File: config.mk
export PLATFORM = sky130hd
export DESIGN_NAME = seu_injector
export DESIGN_NICKNAME = d
export VERILOG_FILES = /design/src/rtl/seu_pkg.sv /design/src/rtl/seu_lfsr.sv /design/src/rtl/seu_event_gen.sv /design/src/rtl/seu_sat_counter.sv /design/src/rtl/seu_injector.sv
export SDC_FILE = /design/constraint.sdc
export NUM_CORES = 1
export LEC_CHECK = 0
export ABC_AREA = 1
export CAP_MARGIN = 20
export CORE_UTILIZATION = 58
export DETAILED_ROUTE_END_ITERATION = 12
export HOLD_SLACK_MARGIN = 0.15
export PLACE_DENSITY = 0.87
export SETUP_SLACK_MARGIN = 0.5
export SYNTH_ARGS = -nofsm -noshare
export SYNTH_HDL_FRONTEND = slang
export SYNTH_HIERARCHICAL = 1
export SYNTH_SLANG_ARGS = --single-unit
export TNS_END_PERCENT = 10
File: constraint.sdc
create_clock -name clk -period 10.9 [get_ports clk]
set_input_delay 2.18 -clock clk [delete_from_list [all_inputs] [get_ports clk]]
set_output_delay 2.18 -clock clk [all_outputs]
set_load 0.02 [all_outputs]
File: src/rtl/seu_pkg.sv
package seu_pkg;

  typedef enum logic [1:0] {
    EV_NONE   = 2'd0,
    EV_SINGLE = 2'd1,
    EV_DOUBLE = 2'd2
  } ev_kind_e;

  function automatic logic [31:0] lfsr_step(input logic [31:0] s);
    return {s[30:0], s[31] ^ s[21] ^ s[1] ^ s[0]};
  endfunction

endpackage

File: src/rtl/seu_lfsr.sv
module seu_lfsr #(
  parameter logic [31:0] SEED_RST = 32'h1D87_2B41
) (
  input  logic        clk,
  input  logic        rst_n,
  input  logic        adv,
  input  logic        load,
  input  logic [31:0] load_val,
  output logic [31:0] state
);
  logic [31:0] state_n;

  always_comb begin
    state_n = state;
    if (load)     state_n = (load_val == 32'd0) ? 32'd1 : load_val;
    else if (adv) state_n = seu_pkg::lfsr_step(state);
  end

  always_ff @(posedge clk or negedge rst_n) begin
    if (!rst_n) state <= SEED_RST;
    else        state <= state_n;
  end

  // the state never becomes zero
  a_r2_nonzero: assert property (@(posedge clk) disable iff (!rst_n)
    state != 32'd0);
  // a load lands exactly
  a_r3_load: assert property (@(posedge clk) disable iff (!rst_n)
    load && load_val != 32'd0 |=> state == $past(load_val));
endmodule

File: src/rtl/seu_event_gen.sv
module seu_event_gen #(
  parameter int NUM_LINES      = 16,
  parameter int WORDS_PER_LINE = 8,
  parameter int WORD_BITS      = 32,
  parameter int CACHE_KB       = 32,
  parameter int MBU_PERIOD     = 100,
  localparam int LW  = $clog2(NUM_LINES),
  localparam int WW  = $clog2(WORDS_PER_LINE),
  localparam int BW  = $clog2(WORD_BITS),
  localparam int KBW = $clog2(CACHE_KB + 1),
  localparam int PW  = 32 + KBW
) (
  input  logic [31:0]          state,
  input  logic                 active,
  input  logic [31:0]          base_rate,
  input  logic [NUM_LINES-1:0] line_valid,
  output seu_pkg::ev_kind_e    kind,
  output logic [LW-1:0]        line,
  output logic [WW-1:0]        word,
  output logic [WORD_BITS-1:0] mask
);
  logic [PW-1:0]    prod;
  logic [31:0]      thresh;
  logic [BW-1:0]    bitpos;
  logic             hit, dbl;
  logic [15:0]      type_field;

  assign prod   = PW'(base_rate) * PW'(CACHE_KB);
  assign thresh = (|prod[PW-1:32]) ? 32'hFFFF_FFFF : prod[31:0];

  assign line       = state[LW-1:0];
  assign word       = state[LW+WW-1:LW];
  assign bitpos     = state[LW+WW+BW-1:LW+WW];
  assign type_field = state[15:0];

  assign hit = active && (state < thresh) && line_valid[line];
  assign dbl = (type_field % 16'(MBU_PERIOD)) == 16'd0;

  always_comb begin
    kind = seu_pkg::EV_NONE;
    mask = '0;
    if (hit) begin
      if (dbl) begin
        kind = seu_pkg::EV_DOUBLE;
        if (bitpos == BW'(WORD_BITS - 1))
          mask = WORD_BITS'(3) << (WORD_BITS - 2);
        else
          mask = WORD_BITS'(3) << bitpos;
      end else begin
        kind = seu_pkg::EV_SINGLE;
        mask = WORD_BITS'(1) << bitpos;
      end
    end
  end
endmodule

File: src/rtl/seu_sat_counter.sv
module seu_sat_counter #(
  parameter int CNT_W = 16
) (
  input  logic             clk,
  input  logic             rst_n,
  input  logic             inc,
  output logic [CNT_W-1:0] count
);
  logic [CNT_W-1:0] count_n;

  always_comb begin
    count_n = count;
    if (inc && count != '1) count_n = count + CNT_W'(1);
  end

  always_ff @(posedge clk or negedge rst_n) begin
    if (!rst_n) count <= '0;
    else        count <= count_n;
  end

  // the count never wraps back to zero
  a_r9_no_wrap: assert property (@(posedge clk) disable iff (!rst_n)
    $past(count) == '1 |-> count == '1);
endmodule

File: src/rtl/seu_injector.sv
module seu_injector #(
  parameter int          NUM_LINES      = 16,
  parameter int          WORDS_PER_LINE = 8,
  parameter int          WORD_BITS      = 32,
  parameter int          CACHE_KB       = 32,
  parameter int          MBU_PERIOD     = 100,
  parameter int          CNT_W          = 16,
  parameter logic [31:0] SEED_RST       = 32'h1D87_2B41,
  localparam int LW = $clog2(NUM_LINES),
  localparam int WW = $clog2(WORDS_PER_LINE)
) (
  input  logic                 clk,
  input  logic                 rst_n,
  input  logic                 inj_en,
  input  logic                 seed_load,
  input  logic [31:0]          seed_val,
  input  logic [31:0]          base_rate,
  input  logic [NUM_LINES-1:0] line_valid,
  output logic                 flip_stb,
  output logic [LW-1:0]        flip_line,
  output logic [WW-1:0]        flip_word,
  output logic [WORD_BITS-1:0] flip_mask,
  output logic [CNT_W-1:0]     sbu_count,
  output logic [CNT_W-1:0]     mbu_count
);
  import seu_pkg::*;

  logic [31:0]          lfsr_q;
  logic                 adv;
  ev_kind_e             kind;
  logic [LW-1:0]        ev_line;
  logic [WW-1:0]        ev_word;
  logic [WORD_BITS-1:0] ev_mask;
  logic                 stb_n;
  logic [LW-1:0]        line_n;
  logic [WW-1:0]        word_n;
  logic [WORD_BITS-1:0] mask_n;
  logic [1:0]           inc_vec;
  logic [CNT_W-1:0]     cnt_arr [2];

  assign adv = inj_en && !seed_load;

  seu_lfsr #(.SEED_RST(SEED_RST)) u_lfsr (
    .clk(clk), .rst_n(rst_n), .adv(adv), .load(seed_load),
    .load_val(seed_val), .state(lfsr_q)
  );

  seu_event_gen #(
    .NUM_LINES(NUM_LINES), .WORDS_PER_LINE(WORDS_PER_LINE),
    .WORD_BITS(WORD_BITS), .CACHE_KB(CACHE_KB), .MBU_PERIOD(MBU_PERIOD)
  ) u_evgen (
    .state(lfsr_q), .active(adv), .base_rate(base_rate),
    .line_valid(line_valid), .kind(kind), .line(ev_line),
    .word(ev_word), .mask(ev_mask)
  );

  always_comb begin
    stb_n  = (kind != EV_NONE);
    line_n = stb_n ? ev_line : '0;
    word_n = stb_n ? ev_word : '0;
    mask_n = ev_mask;
  end

  always_ff @(posedge clk or negedge rst_n) begin
    if (!rst_n) begin
      flip_stb  <= 1'b0;
      flip_line <= '0;
      flip_word <= '0;
      flip_mask <= '0;
    end else begin
      flip_stb  <= stb_n;
      flip_line <= line_n;
      flip_word <= word_n;
      flip_mask <= mask_n;
    end
  end

  assign inc_vec[0] = (kind == EV_SINGLE);
  assign inc_vec[1] = (kind == EV_DOUBLE);

  for (genvar k = 0; k < 2; k++) begin : g_cnt
    seu_sat_counter #(.CNT_W(CNT_W)) u_cnt (
      .clk(clk), .rst_n(rst_n), .inc(inc_vec[k]), .count(cnt_arr[k])
    );
  end

  assign sbu_count = cnt_arr[0];
  assign mbu_count = cnt_arr[1];

  // a strobe only targets a line that was valid when chosen
  a_r6_valid_only: assert property (@(posedge clk) disable iff (!rst_n)
    flip_stb |-> ((($past(line_valid) >> flip_line) & NUM_LINES'(1)) != '0));
  // a disabled cycle gives no strobe
  a_r10_disabled: assert property (@(posedge clk) disable iff (!rst_n)
    !$past(inj_en) |-> !flip_stb);
  // a strobe inverts one bit or two adjacent bits
  a_r7_mask_shape: assert property (@(posedge clk) disable iff (!rst_n)
    flip_stb |-> ($countones(flip_mask) == 1 ||
                  ($countones(flip_mask) == 2 && (flip_mask & (flip_mask >> 1)) != '0)));
  // fields are quiet without a strobe
  a_r8_quiet: assert property (@(posedge clk) disable iff (!rst_n)
    !flip_stb |-> (flip_mask == '0 && flip_line == '0 && flip_word == '0));
  // a single-bit strobe moves the single counter by one unless saturated
  a_r9_sbu_step: assert property (@(posedge clk) disable iff (!rst_n)
    flip_stb && $countones(flip_mask) == 1 && $past(sbu_count) != '1
      |-> sbu_count == $past(sbu_count) + CNT_W'(1));
  // a double-bit strobe leaves the single counter alone
  a_r9_sbu_hold: assert property (@(posedge clk) disable iff (!rst_n)
    flip_stb && $countones(flip_mask) == 2 |-> $stable(sbu_count));
endmodule

# == Word-level counts from Yosys, hierarchy flattened ==
# Cells that the tools add are included.
# totals
reg_bits,104
latch_bits,0
ramBits,0
mem_bits_ro,0
in_bits,84
output_inout_bits,72
word_cells,46
n_memories,0
# op_classes
n_addsub,2
mul,0
n_div,1
order_cmp,2
n_eq_ne,5
shifts,2
n_mux,13
bitwise_logic,3
n_reduce_logical,11
# ops
cell,n
$mux 32,7
$add 16x1->16 const B,2
$logic_not 32->1,1
$lt 32x32->1,1
$ne 16x16->1 const B,2
$shl 1x5->32 const A,1
$shl 2x5->32 const A,1
$logic_not 16->1,1
$mod 16x7->16 const B,1
$eq 5x5->1 const B,1
$logic_and 1x1->1,5
$lt 4x5->1 const B,1
$reduce_or 5->1,1
$bmux 1 s4,1
$mux 2,2
$mux 4,1
$reduce_bool 2->1,2
$mux 3,1
$xor 1x1->1,3
$eq 2x1->1 const B,1
$eq 2x2->1 const B,1
$logic_not 1->1,1
$mux 1,1

# == Depth between registers and ports, before layout ==
# logic_depth
ltp_word,8
ltp_mapped,71
mapped_depth_nobuf,71

# == Modules after synthesis ==
# Netlist, hierarchy kept.
# modules_own_cells
mod,instances,cells_each,area_per_inst_um2,seq_area_each_um2
seu_event_gen,1,700,3796.1,0.0
seu_sat_counter,2,149,1058.5,400.4
seu_lfsr,1,222,1655.3,818.3
seu_injector,1,62,1091.0,1001.0

# == Worst setup path after synthesis ==
# OpenSTA, ideal clock, no wires.
# synth_timing
path_kind,reg-to-reg
startpoint,reg u_lfsr.state[8]
endpoint,reg g_cnt[0].u_cnt.count[15]
setup_ns,0.113
t_arrival_ns,6.560
t_required_ns,10.787
slack_ns,4.227
path_stages_with_launch,55
path_buffers,1
synth_period_minus_slack_ns,6.673
cell_sequence,dfstp_2 > inv_1 > ha_1 > nor2_1 > nor2_1 > nand2_2 > nand2_1 > inv_2 > nand3_2 > nand2_4 > nand3_1 > nand3b_4 > nand2_4 > nand2_4 > nand4_4 > nand2_4 > nand2_4 > nand2_2 > [... 19 more ...] > nand3_4 > nand2_2 > nand2_2 > nor2_2 > nand2_2 > o211ai_1 > nor2_2 > buf_2 > a21oi_1 > inv_1 > nor2_1 > inv_1 > nor2_1 > nand2_1 > nor2_1 > nand3_1 > nand2_1 > inv_1
# synth_via
elab_chain_cells,6
word_cells_on_any_way,9
classes_between,1 x div; 1 x order compare; 1 x eq/ne; 2 x mux; 4 x reduce/logical
# synth_rtl
element,line_no,rtl
from (decl),seu_lfsr.sv:9,output logic [31:0] state
from (signal assigned),seu_lfsr.sv:21,else state <= state_n;
$mod 16x7->16 / $lt 32x32->1 (equally long branches),"seu_event_gen.sv:37, seu_event_gen.sv:36",
$logic_not 16->1 / $logic_and 1x1->1 (equally long branches),"seu_event_gen.sv:37, seu_event_gen.sv:36",
$mux 2 / $logic_and 1x1->1 (equally long branches),"seu_event_gen.sv:43, seu_event_gen.sv:36",
$mux 2 *,seu_event_gen.sv:42,if (hit) begin
net kind[0],seu_injector.sv:30,ev_kind_e kind;
$eq 2x1->1 *,seu_injector.sv:78,assign inc_vec[0] = (kind == EV_SINGLE);
net inc_vec[0],seu_injector.sv:38,logic [1:0] inc_vec;
$logic_and 1x1->1 *,seu_sat_counter.sv:13,if (inc && count != '1) count_n = count + CNT_W'(1);
to (signal assigned),seu_sat_counter.sv:18,else count <= count_n;
to (decl),seu_sat_counter.sv:7,output logic [CNT_W-1:0] count
# The timed path passes the listed nets; every way through them passes the cells marked *.
# A chain may end at the register's enable or synchronous reset.

# == Worst setup path after layout ==
# layout_timing
startpoint,reg u_lfsr.state[8]
endpoint,reg g_cnt[1].u_cnt.count[15]
# layout_via
elab_chain_cells,6
word_cells_on_any_way,9
classes_between,1 x div; 1 x order compare; 1 x eq/ne; 2 x mux; 4 x reduce/logical
# layout_rtl
element,line_no,rtl
$mod 16x7->16 / $lt 32x32->1 (equally long branches),"seu_event_gen.sv:37, seu_event_gen.sv:36",
$logic_not 16->1 / $logic_and 1x1->1 (equally long branches),"seu_event_gen.sv:37, seu_event_gen.sv:36",
$mux 2 / $logic_and 1x1->1 (equally long branches),"seu_event_gen.sv:43, seu_event_gen.sv:36",
$mux 2 *,seu_event_gen.sv:42,
net kind[1],seu_injector.sv:30,
$eq 2x2->1 *,seu_injector.sv:79,assign inc_vec[1] = (kind == EV_DOUBLE);
net inc_vec[1],seu_injector.sv:38,
$logic_and 1x1->1 *,seu_sat_counter.sv:13,
to (signal assigned),seu_sat_counter.sv:18,
to (decl),seu_sat_counter.sv:7,
# Marked as above.

==> metrics.md <==
| Metric | Value |
|---|---|
| Remaining DRCs | `0` |
| # hold bufs at CTS | `0` |
| Crit-path max FO | `22` |
| DIE AREA | `15400 um2` |
| Met3 Usage GRT | `0.0353` |
| Worst-Skew Late Latency | `0.35 ns` |
| R2r endpoint | `g_cnt[1].u_cnt/count[15]` |
| FF+latch count, synth | `104` |
| Crit path launch type | `flop` |
| Post_cts resized | `0` |
| CTS tree | `done` |
| Synth unique cells | `45` |
| CP max stage delay | `0.73 ns` |
| CTS H-Tree Depth | `3` |
| Drt wl/cell | `14.0 um` |
| Gr usage total | `0.296` |
| Critical path origin | `u_lfsr/state[8]` |
| Final Hold Viols | `0` |
| Mean post-synth cell area | `6.75 um2` |
| CTS Buffer Depth | `2` |
| Overflow after GRT | `0` |
| Synth Cell Area | `8660 um2` |
| WP data arrival | `8.64 ns` |
| Final setup vio count | `0` |
| RSZ-0062 raised after global routing | `false` |
| Starting Density | `0.596` |
| CP Data Required Time | `11.16 ns` |
| CP endpoint kind | `flop` |
| End of the critical path | `g_cnt[1].u_cnt/count[15]` |
| Layout Area Growth over Synthesis | `21.0%` |
| Buf+Inv Stages, Crit Path | `8` |
| Number of routed nets with antenna violations | `0` |
| Final Cycle Share | `0.769` |
| Setup WS pre-CTS | `2.69 ns` |
| Reg clk slew, reported paths | `0.07 ns` |
| First-iteration detailed-routing DRC count | `812` |
| Tightest hold margin | `0.517 ns` |
| Cell taking the most area after synthesis | `dfrtp_1` |
| Register area share after synthesis | `0.303` |
| IO Pins | `156` |
| Vias in the first global route | `8010` |
| Num CTS Buffers | `9` |
| Setup bufs post-CTS | `0` |
| CTS Root Cell | `clkbuf_16` |
| Synth top area cells | `dfrtp_1 (26%), nand2_1 (15%), nor2_1 (7.8%)` |
| Gr busiest metal | `met2` |
| Chip height | `124 um` |
| Period minus WS final | `8.38 ns` |
| F_max | `0.119 GHz` |
| Post-synthesis net count | `1404` |
| DR pass1 iterations | `8` |
| Overall die width | `124 um` |
| First-pass GRT wire length | `36600 um` |
| Synth warnings | `6` |
| # nets final | `1533` |
| Relative slew margins | `0.459` |
| Hpwl dp | `16600 um` |
| Initial antenna violation count | `0` |
| Setup Total Neg Slack | `0 ns` |
| CTS Sinks | `104` |
| Status | `finished, final reports clean` |
| Worst setup margin | `2.52 ns` |
| Met1 usage | `0.387` |
| Delay-heaviest family, CP | `simple AND/OR/NAND/NOR gates` |
| Core Region | `14500 um2` |
| Pin count of the biggest net entering global routing | `59` |
| Number of port buffers | `155` |
| Row Count | `44` |
| Fill cells | `1181` |
| Via count | `8919` |
| R2R cell count | `60` |
| Routed wire length | `22300 um` |
| Max stage delay cell, worst path | `dfstp_2` |
| Grt met2 use | `0.507` |
| Hold crit path type | `reg2reg` |
| Crit path depth | `60` |
| Critical R2R Launch | `u_lfsr/state[8]` |
| Placer congestion estimate | `0.946` |
| Critical path class | `reg2reg` |
| Via density | `5.58` |
| Worst-margin pin slew | `0.811 ns` |
| Top-area cell type share of the netlist area | `0.260` |
| Max-Cap Viols | `0` |
| Ant diodes | `0` |
| Syn Inst Count | `1282` |
| Clock Skews | `0.00777 ns` |
| Max-slew violations | `0` |
| Reg2reg setup slack | `2.52 ns` |
| Share of layout cells above drive strength 1 | `0.119` |
logic make-up after synthesis:
family | count (synthesis) | synth area share
compound gates | 162 | 0.100
buf+inv | 177 | 0.0909
simple gates | 780 | 0.430
fa+ha+maj | 38 | 0.0549
flops | 104 | 0.303
xor+xnor | 20 | 0.0202
mux | 1 | 0.00159
flip-flops by register name, summed over array words and instances (netlist names):
signal,flops
flip_word,3
flip_line,4
u_lfsr/state,32
flip_stb,1
g_cnt.u_cnt/count,32
flip_mask,32
worst reg2reg max path: cells and delay by family, from the launching register on:
kind                       cells  cell delay, ns
adders and majority gates      1            0.29
DFF                            1            0.73
AOI/OAI and AO/OA              1            0.23
buffers and inverters          8            0.88
and+or+nand+nor               50            6.16
how the worst min path moves through the flow:
| stage | from | endpoint | slack, ns | cells past startpoint |
|---|---|---|---|---|
| global placement | u_lfsr/state[23] | u_lfsr/state[23] | 0.50 | 2 |
| finish | u_lfsr/state[28] | u_lfsr/state[28] | 0.52 | 2 |
| floorplan | u_lfsr/state[0] | u_lfsr/state[0] | 0.47 | 2 |
| CTS | u_lfsr/state[23] | u_lfsr/state[23] | 0.52 | 2 |
| global route | u_lfsr/state[28] | u_lfsr/state[28] | 0.53 | 2 |
| detailed placement | u_lfsr/state[28] | u_lfsr/state[28] | 0.51 | 2 |
per-layer routing:
| layer | wire [um] | vias to the layer above | share of wire |
|---|---|---|---|
| met5 | 0 | - | 0 |
| li1 | - | 4372 | - |
| met3 | 1570 | 49 | 0.070 |
| met2 | 10700 | 414 | 0.48 |
| met4 | 522 | 0 | 0.023 |
| met1 | 9550 | 4084 | 0.43 |
cell usage after synthesis (all sizes together):
| cell | n |
|---|---|
| a21boi | 1 |
| nand3b | 1 |
| clkbuf | 4 |
| nand3 | 106 |
| xor2 | 7 |
| o31a | 1 |
| nor4 | 1 |
| nor3 | 12 |
| dfrtp | 90 |
| a31oi | 3 |
| xnor2 | 13 |
| dfstp | 14 |
| nand2 | 413 |
| a21o | 2 |
| a21oi | 60 |
| a22oi | 2 |
| buf | 36 |
| o211ai | 4 |
| and2 | 1 |
| ha | 38 |
| o21ai | 86 |
| inv | 132 |
| o21bai | 1 |
| nor2 | 211 |
| mux2i | 1 |
| nand4 | 35 |
| clkinv | 5 |
| a32oi | 1 |
| o2111ai | 1 |
layout make-up:
type / count / area [um2] / share of cell area
inverter: 137 / 514 / 0.0491
sequential: 104 / 2620 / 0.250
timing repair buffer: 158 / 1570 / 0.150
clock inverter: 5 / 57.6 / 0.00549
multi-input combinational: 1001 / 5250 / 0.501
tap: 184 / 230 / 0.0220
clock buffer: 10 / 229 / 0.0219
cell usage in the layout, fill, tap and decap left out, drive strengths merged, types with 12 or more instances in the layout:
cell,instances
a21oi,60
clkdlybuf4s50,154
dfrtp,90
dfstp,14
ha,38
inv,133
nand2,413
nand3,106
nand4,35
nor2,211
nor3,12
o21ai,86
xnor2,13
through the flow:
| stage | cells | area, um2 | utilization |
|---|---|---|---|
| after global routing | 1599 | 10500 | 0.721 |
| after floorplan | 1282 | 8660 | - |
| after global placement | 1584 | 10200 | 0.701 |
| after CTS | 1599 | 10500 | 0.721 |
| after detailed placement | 1584 | 10200 | 0.701 |
| final | 1599 | 10500 | 0.721 |
Power is left out: the tool's default activity adds up to more than one toggle a clock period on the data nets, which glitch-free logic cannot reach.
